`config.mk`:
```
export PLATFORM = sky130hd
export DESIGN_NAME = bsf_write_seq
export DESIGN_NICKNAME = d
export VERILOG_FILES = /design/src/rtl/bsf_pkg.sv /design/src/rtl/bsf_tap_ctrl.sv /design/src/rtl/bsf_ir_reg.sv /design/src/rtl/bsf_bsr.sv /design/src/rtl/bsf_aw_pulse.sv /design/src/rtl/bsf_write_seq.sv
export SDC_FILE = /design/constraint.sdc
export NUM_CORES = 1
export LEC_CHECK = 0
export BUFFER_PORTS_ARGS = -buffer_cell sky130_fd_sc_hd__buf_2
export CAP_MARGIN = 20
export CORE_MARGIN = 3
export CORE_UTILIZATION = 35
export DETAILED_ROUTE_END_ITERATION = 16
export PLACE_DENSITY = 0.64
export SLEW_MARGIN = 20
export SYNTH_ARGS = -nofsm -noshare
export SYNTH_HDL_FRONTEND = slang
export SYNTH_SLANG_ARGS = --single-unit
```
`constraint.sdc`:
```
create_clock -name tck -period 6.25 [get_ports tck]
set_input_delay 1.25 -clock tck [delete_from_list [all_inputs] [get_ports tck]]
set_output_delay 1.25 -clock tck [all_outputs]
set_load 0.01 [all_outputs]
```
`src/rtl/bsf_pkg.sv`:
```
package bsf_pkg;

    localparam int IR_W = 4;

    typedef enum logic [3:0] {
        TLR, RTI, SEL_DR, CAP_DR, SHF_DR, EX1_DR, PAU_DR, EX2_DR, UPD_DR,
        SEL_IR, CAP_IR, SHF_IR, EX1_IR, PAU_IR, EX2_IR, UPD_IR
    } tap_state_t;

    localparam logic [IR_W-1:0] OP_EXTEST  = 4'b0000;
    localparam logic [IR_W-1:0] OP_SAMPLE  = 4'b0001;
    localparam logic [IR_W-1:0] OP_BYPASS  = 4'b1111;
    localparam logic [IR_W-1:0] IR_CAPTURE = 4'b0001;

    typedef enum logic [1:0] {AW_IDLE, AW_SETUP, AW_LOW, AW_HOLD} aw_phase_t;

    typedef struct packed {
        logic extest;
        logic bsr_sel;
    } ir_dec_t;

    function automatic tap_state_t tap_next(tap_state_t s, logic tms);
        case (s)
            TLR:    return tms ? TLR    : RTI;
            RTI:    return tms ? SEL_DR : RTI;
            SEL_DR: return tms ? SEL_IR : CAP_DR;
            CAP_DR: return tms ? EX1_DR : SHF_DR;
            SHF_DR: return tms ? EX1_DR : SHF_DR;
            EX1_DR: return tms ? UPD_DR : PAU_DR;
            PAU_DR: return tms ? EX2_DR : PAU_DR;
            EX2_DR: return tms ? UPD_DR : SHF_DR;
            UPD_DR: return tms ? SEL_DR : RTI;
            SEL_IR: return tms ? TLR    : CAP_IR;
            CAP_IR: return tms ? EX1_IR : SHF_IR;
            SHF_IR: return tms ? EX1_IR : SHF_IR;
            EX1_IR: return tms ? UPD_IR : PAU_IR;
            PAU_IR: return tms ? EX2_IR : PAU_IR;
            EX2_IR: return tms ? UPD_IR : SHF_IR;
            default: return tms ? SEL_DR : RTI;
        endcase
    endfunction

    function automatic ir_dec_t ir_decode(logic [IR_W-1:0] op);
        ir_dec_t d;
        d.extest  = (op == OP_EXTEST);
        d.bsr_sel = (op == OP_EXTEST) || (op == OP_SAMPLE);
        return d;
    endfunction

endpackage

```
`src/rtl/bsf_tap_ctrl.sv`:
```
module bsf_tap_ctrl
    import bsf_pkg::*;
(
    input  logic       tck,
    input  logic       rst,
    input  logic       tms,
    output tap_state_t state
);
    always_ff @(posedge tck) begin
        if (rst) state <= TLR;
        else     state <= tap_next(state, tms);
    end
endmodule

```
`src/rtl/bsf_ir_reg.sv`:
```
module bsf_ir_reg
    import bsf_pkg::*;
(
    input  logic       tck,
    input  tap_state_t state,
    input  logic       tdi,
    output logic       sr_out,
    output ir_dec_t    dec
);
    logic [IR_W-1:0] sr;
    logic [IR_W-1:0] ir;

    always_ff @(posedge tck) begin
        if (state == CAP_IR)      sr <= IR_CAPTURE;
        else if (state == SHF_IR) sr <= {tdi, sr[IR_W-1:1]};
    end

    always_ff @(negedge tck) begin
        if (state == TLR)         ir <= OP_BYPASS;
        else if (state == UPD_IR) ir <= sr;
    end

    assign sr_out = sr[0];
    assign dec    = ir_decode(ir);
endmodule

```
`src/rtl/bsf_bsr.sv`:
```
module bsf_bsr
    import bsf_pkg::*;
#(
    parameter  int ADDR_W = 24,
    parameter  int DATA_W = 16,
    localparam int DR_W   = ADDR_W + DATA_W + 2
)(
    input  logic            tck,
    input  tap_state_t      state,
    input  logic            tdi,
    input  logic            sel,
    input  logic            force_we_hi,
    input  logic            hold_off,
    output logic            sr_out,
    output logic [DR_W-1:0] shadow
);
    localparam logic [DR_W-1:0] SAFE = {2'b11, {(DR_W-2){1'b0}}};

    logic [DR_W-1:0] sr;

    always_ff @(posedge tck) begin
        if (sel) begin
            if (state == CAP_DR)      sr <= shadow;
            else if (state == SHF_DR) sr <= {tdi, sr[DR_W-1:1]};
        end
    end

    always_ff @(negedge tck) begin
        if (state == TLR) begin
            shadow <= SAFE;
        end else if (state == UPD_DR && sel && !hold_off) begin
            shadow <= sr;
            if (force_we_hi) shadow[DR_W-1] <= 1'b1;
        end
    end

    assign sr_out = sr[0];
endmodule

```
`src/rtl/bsf_aw_pulse.sv`:
```
module bsf_aw_pulse
    import bsf_pkg::*;
#(
    parameter int SETUP_CYC = 1,
    parameter int LOW_CYC   = 2,
    parameter int HOLD_CYC  = 1
)(
    input  logic tck,
    input  logic rst,
    input  logic req,
    output logic busy,
    output logic we_low,
    output logic overrun
);
    localparam int MAXC  = (SETUP_CYC > LOW_CYC) ?
                           ((SETUP_CYC > HOLD_CYC) ? SETUP_CYC : HOLD_CYC) :
                           ((LOW_CYC > HOLD_CYC) ? LOW_CYC : HOLD_CYC);
    localparam int CNT_W = $clog2(MAXC) + 1;

    aw_phase_t        phase;
    logic [CNT_W-1:0] cnt;

    always_ff @(posedge tck) begin
        if (rst) begin
            phase   <= AW_IDLE;
            cnt     <= '0;
            overrun <= 1'b0;
        end else begin
            if (req && phase != AW_IDLE) overrun <= 1'b1;
            case (phase)
                AW_IDLE: if (req) begin
                    phase <= AW_SETUP;
                    cnt   <= CNT_W'(SETUP_CYC - 1);
                end
                AW_SETUP: if (cnt == '0) begin
                    phase <= AW_LOW;
                    cnt   <= CNT_W'(LOW_CYC - 1);
                end else cnt <= cnt - 1'b1;
                AW_LOW: if (cnt == '0) begin
                    phase <= AW_HOLD;
                    cnt   <= CNT_W'(HOLD_CYC - 1);
                end else cnt <= cnt - 1'b1;
                AW_HOLD: if (cnt == '0) begin
                    phase <= AW_IDLE;
                end else cnt <= cnt - 1'b1;
                default: phase <= AW_IDLE;
            endcase
        end
    end

    assign busy   = (phase != AW_IDLE);
    assign we_low = (phase == AW_LOW);
endmodule

```
`src/rtl/bsf_write_seq.sv`:
```
module bsf_write_seq
    import bsf_pkg::*;
#(
    parameter int ADDR_W    = 24,
    parameter int DATA_W    = 16,
    parameter int SETUP_CYC = 1,
    parameter int LOW_CYC   = 2,
    parameter int HOLD_CYC  = 1
)(
    input  logic              tck,
    input  logic              trst_n,
    input  logic              tms,
    input  logic              tdi,
    input  logic              aw_en,
    output logic              tdo,
    output logic [ADDR_W-1:0] flash_addr,
    output logic [DATA_W-1:0] flash_data,
    output logic              flash_ce_n,
    output logic              flash_we_n,
    output logic              aw_overrun
);
    localparam int DR_W = ADDR_W + DATA_W + 2;

    logic            rst;
    tap_state_t      state;
    ir_dec_t         dec;
    logic            ir_out, bsr_out;
    logic            byp;
    logic [DR_W-1:0] shadow;
    logic            aw_req, aw_busy, aw_low;
    logic            ir_extest;

    assign rst       = ~trst_n;
    assign ir_extest = dec.extest;

    bsf_tap_ctrl u_tap (.tck(tck), .rst(rst), .tms(tms), .state(state));

    bsf_ir_reg u_ir (.tck(tck), .state(state), .tdi(tdi), .sr_out(ir_out), .dec(dec));

    bsf_bsr #(.ADDR_W(ADDR_W), .DATA_W(DATA_W)) u_bsr (
        .tck(tck), .state(state), .tdi(tdi), .sel(dec.bsr_sel),
        .force_we_hi(aw_en), .hold_off(aw_busy),
        .sr_out(bsr_out), .shadow(shadow)
    );

    assign aw_req = (state == UPD_DR) && aw_en && dec.extest;

    bsf_aw_pulse #(.SETUP_CYC(SETUP_CYC), .LOW_CYC(LOW_CYC), .HOLD_CYC(HOLD_CYC)) u_aw (
        .tck(tck), .rst(rst), .req(aw_req),
        .busy(aw_busy), .we_low(aw_low), .overrun(aw_overrun)
    );

    always_ff @(posedge tck) begin
        if (state == CAP_DR)      byp <= 1'b0;
        else if (state == SHF_DR) byp <= tdi;
    end

    always_ff @(negedge tck) begin
        if (state == SHF_IR)      tdo <= ir_out;
        else if (state == SHF_DR) tdo <= dec.bsr_sel ? bsr_out : byp;
        else                      tdo <= 1'b0;
    end

    always_comb begin
        if (dec.extest) begin
            flash_addr = shadow[ADDR_W-1:0];
            flash_data = shadow[ADDR_W+DATA_W-1:ADDR_W];
            flash_ce_n = shadow[DR_W-2];
            flash_we_n = shadow[DR_W-1] & ~aw_low;
        end else begin
            flash_addr = '0;
            flash_data = '0;
            flash_ce_n = 1'b1;
            flash_we_n = 1'b1;
        end
    end
endmodule

```
==> impl_results.md <==
- Via density: 4.75
- Crit path DAT: 4.87 ns
- CTS tree: yes
- Mapped cell area: 4760 um^2
- Delay-heaviest family, CP: simple AND/OR/NAND/NOR gates
- Top post-synthesis cells by area: edfxtp_1 26%, dfxtp_1 26%, mux2_2 9.2%, nand2_1 7.2%, and2_1 5.3%
- Top FF cell, synth: dfxtp_1
- Register area: 2480 um^2
- Worst Hold Class: reg -> reg
- Area of the multi-input gates: 2080 um^2
- DIE AREA: 15000 um^2
- Clock Sinks: 103
- Origin of the worst setup path: u_ir.ir[3]
- Syn Nets: 471
- Initial drt markers: 204
- H-Tree Depth: 3
- Final Hold Vio Count: 0
- Pleak: 2.21 nW
- GRT overflow: 0
- Area growth, synth to finish: 18.2%
- Cells after synthesis: 459
- Crit Reg-Reg Startpoint: u_tap.state[2]
- Synth top area share: 0.265
- Slew Limit Fails: 0
- CP cell instances: nor4_4 -> buf_6 -> and2_1 -> buf_2
- Chip width: 123 um
- CTS root buffer: clkbuf_16
- Final antenna diode count: 0
- Total track usage: 0.138
- CP max-delay cell: nor4_4
- Most frequent cells after synthesis: 91 x nand2_1, 61 x dfxtp_1, 42 x edfxtp_1
- Syn_area_per_cell: 10.4 um^2
- CP Depth: 4
- Pin count of the biggest net entering global routing: 43
- Initial antenna violation count: 0
- Yosys warnings: 0
- Worst hold path depth: 2
- Clk_lat worst skew: 0.40 ns
- Final wirelength: 9830 um
- WP buf/inv: 2
- Seq cells post-synth: 103
- Power, Total: 1.50 mW
- Core ar.: 13000 um^2
- Vias in the first global route: 3371
- Worst reg2reg path depth: 5
- Worst EP required: 5.00 ns
- Max IR drop VDD: 132 uV
- Total of max-cap violations: 0
- CTS clk-pin slew, worst paths: 0.03 ns
- Yosys top cell by area: edfxtp_1
- Crit-path max cell delay: 0.45 ns
- Final setup violation count: 0
- Ys async rst share: 0
- Hold Path Origin: u_bsr.shadow[36]
- Routed vias: 3424
- Dpl hpwl: 6330 um
- Final Skew: 0.0667 ns
- Layout cells sized above 1: 0.282
- Status: completed
- RSZ-0062 raised after global routing: false
- Fillers: 1247
- Input/output buffers: 48
- CTS Buffer Depth: 2
- Worst relative slew slack: 0.507
- Total negative setup slack: 0 ns
- Initial core utilization: 0.367
- Final instance area: 5630 um^2
- DRC viols: 0
- Crit. End Element: output pin
- Worst-Margin Slew: 0.738 ns
- DIE HEIGHT: 123 um
- Clock buffer count from CTS: 9
- Placement-stage cell area: 5150 um^2
- Top-count cell post-synth: nand2_1
- First-pass GRT wire length: 16600 um
- Number of synthesized flops with an enable pin: 42
- Setup CP Type: reg -> out
- Final nets: 556
- Sequential share of the synthesized area: 0.521
- Worst Path Max Fanout: 22
- GP Congestion: 0.805
- Ports: 49
- Initial DRT Pass Iterations: 5
- Startpoint Class: register
- Post-DR wirelength/cell: 13.6 um
- Synth cell types: 44
- Number of placement rows: 41
- Pwr dens: 267 nW/um^2
- Antenna-violating nets left: 0
[cells in the final DEF, fill, tap and decap left out, types with 3 or more instances in the layout]
cell / count
nand2_2: 10
nor3_1: 4
clkbuf_16: 9
mux2_2: 39
a21oi_2: 24
and2_1: 40
mux2_1: 3
ha_1: 7
nand2_1: 91
o21a_1: 3
o21ai_0: 16
a21oi_1: 26
nor2_1: 8
o32ai_1: 3
buf_4: 8
buf_2: 48
nand3_1: 12
nand2b_1: 3
edfxtp_1: 42
dfxtp_1: 61
inv_1: 57
[metal layers]
layer	vias to the layer above	track usage	share of wire
met3	5	0.0401	0.043
met4	0	0.0315	0.0079
met1	1618	0.170	0.46
li1	1747	-	-
met5	-	0	0
met2	54	0.238	0.49
[state kept, by name, indices dropped and copies added, names as in the netlist]
signal,count
u_bsr.shadow,42
u_bsr.sr,42
u_ir.ir,4
u_ir.sr,4
u_tap.state,4
u_aw.cnt,2
u_aw.phase,2
byp,1
tdo,1
u_aw.overrun,1
[cell type report]
class	instances	area share
inverter	10	0.00667
tap	172	0.0382
timing repair buffer	58	0.0589
clock buffer	9	0.0400
clock inverter	54	0.0451
multi-input combinational	315	0.370
sequential	103	0.441
[report_power, final]
part	switching, mW	leakage [nW]	internal [mW]
logic	0.0546	0.946	0.0305
clock network	0.338	0.399	0.355
registers	0.0157	0.870	0.707
total	0.408	2.21	1.09
[worst paths after layout]
kind	to	slack (ns)
hold / removal	u_bsr.shadow[36]	0.47
setup reg to reg	u_bsr.shadow[19]	0.97
hold reg to reg	u_bsr.shadow[36]	0.47
setup / recovery	flash_addr[9]	0.13
[per-stage QoR]
step	instances	util	hold slack, ns	setup WS, ns
5_1_grt	721	0.434	0.487	0.0281
6_report	721	0.434	0.467	0.131
3_5_place_dp	659	0.397	0.458	0.522
2_1_floorplan	459	-	0.441	0.270
4_1_cts	721	0.433	0.468	0.0516
3_3_place_gp	659	0.397	0.447	0.607
[logic make-up (layout without fill, tap and decap cells)]
family,Yosys count,count (layout),synth area share
XOR/XNOR,1,1,0.00184
multiplexers,44,44,0.103
AO/OA/AOI/OAI,83,83,0.117
buffers and inverters,41,131,0.0462
adder cells (fa/ha/maj),7,7,0.0184
AND/OR/NAND/NOR,180,180,0.192
flip-flops,103,103,0.521
[worst reg2reg max path, cell delays in order, from the launching register on]
cell,delay (ns)
dfxtp_1,0.54
nor4b_4,0.40
nand3_1,0.54
buf_4,0.43
nand2_1,0.12
a21oi_2,0.06
[timing repair]
item | CTS | global route
endpoints found under the setup margin | 0 | 12
gates resized for setup | 0 | 1
hold buffers | 0 | 0
hold endpoints to repair | 0 | 0
buffers inserted | 0 | 0
(Power assumes the default switching activity.)
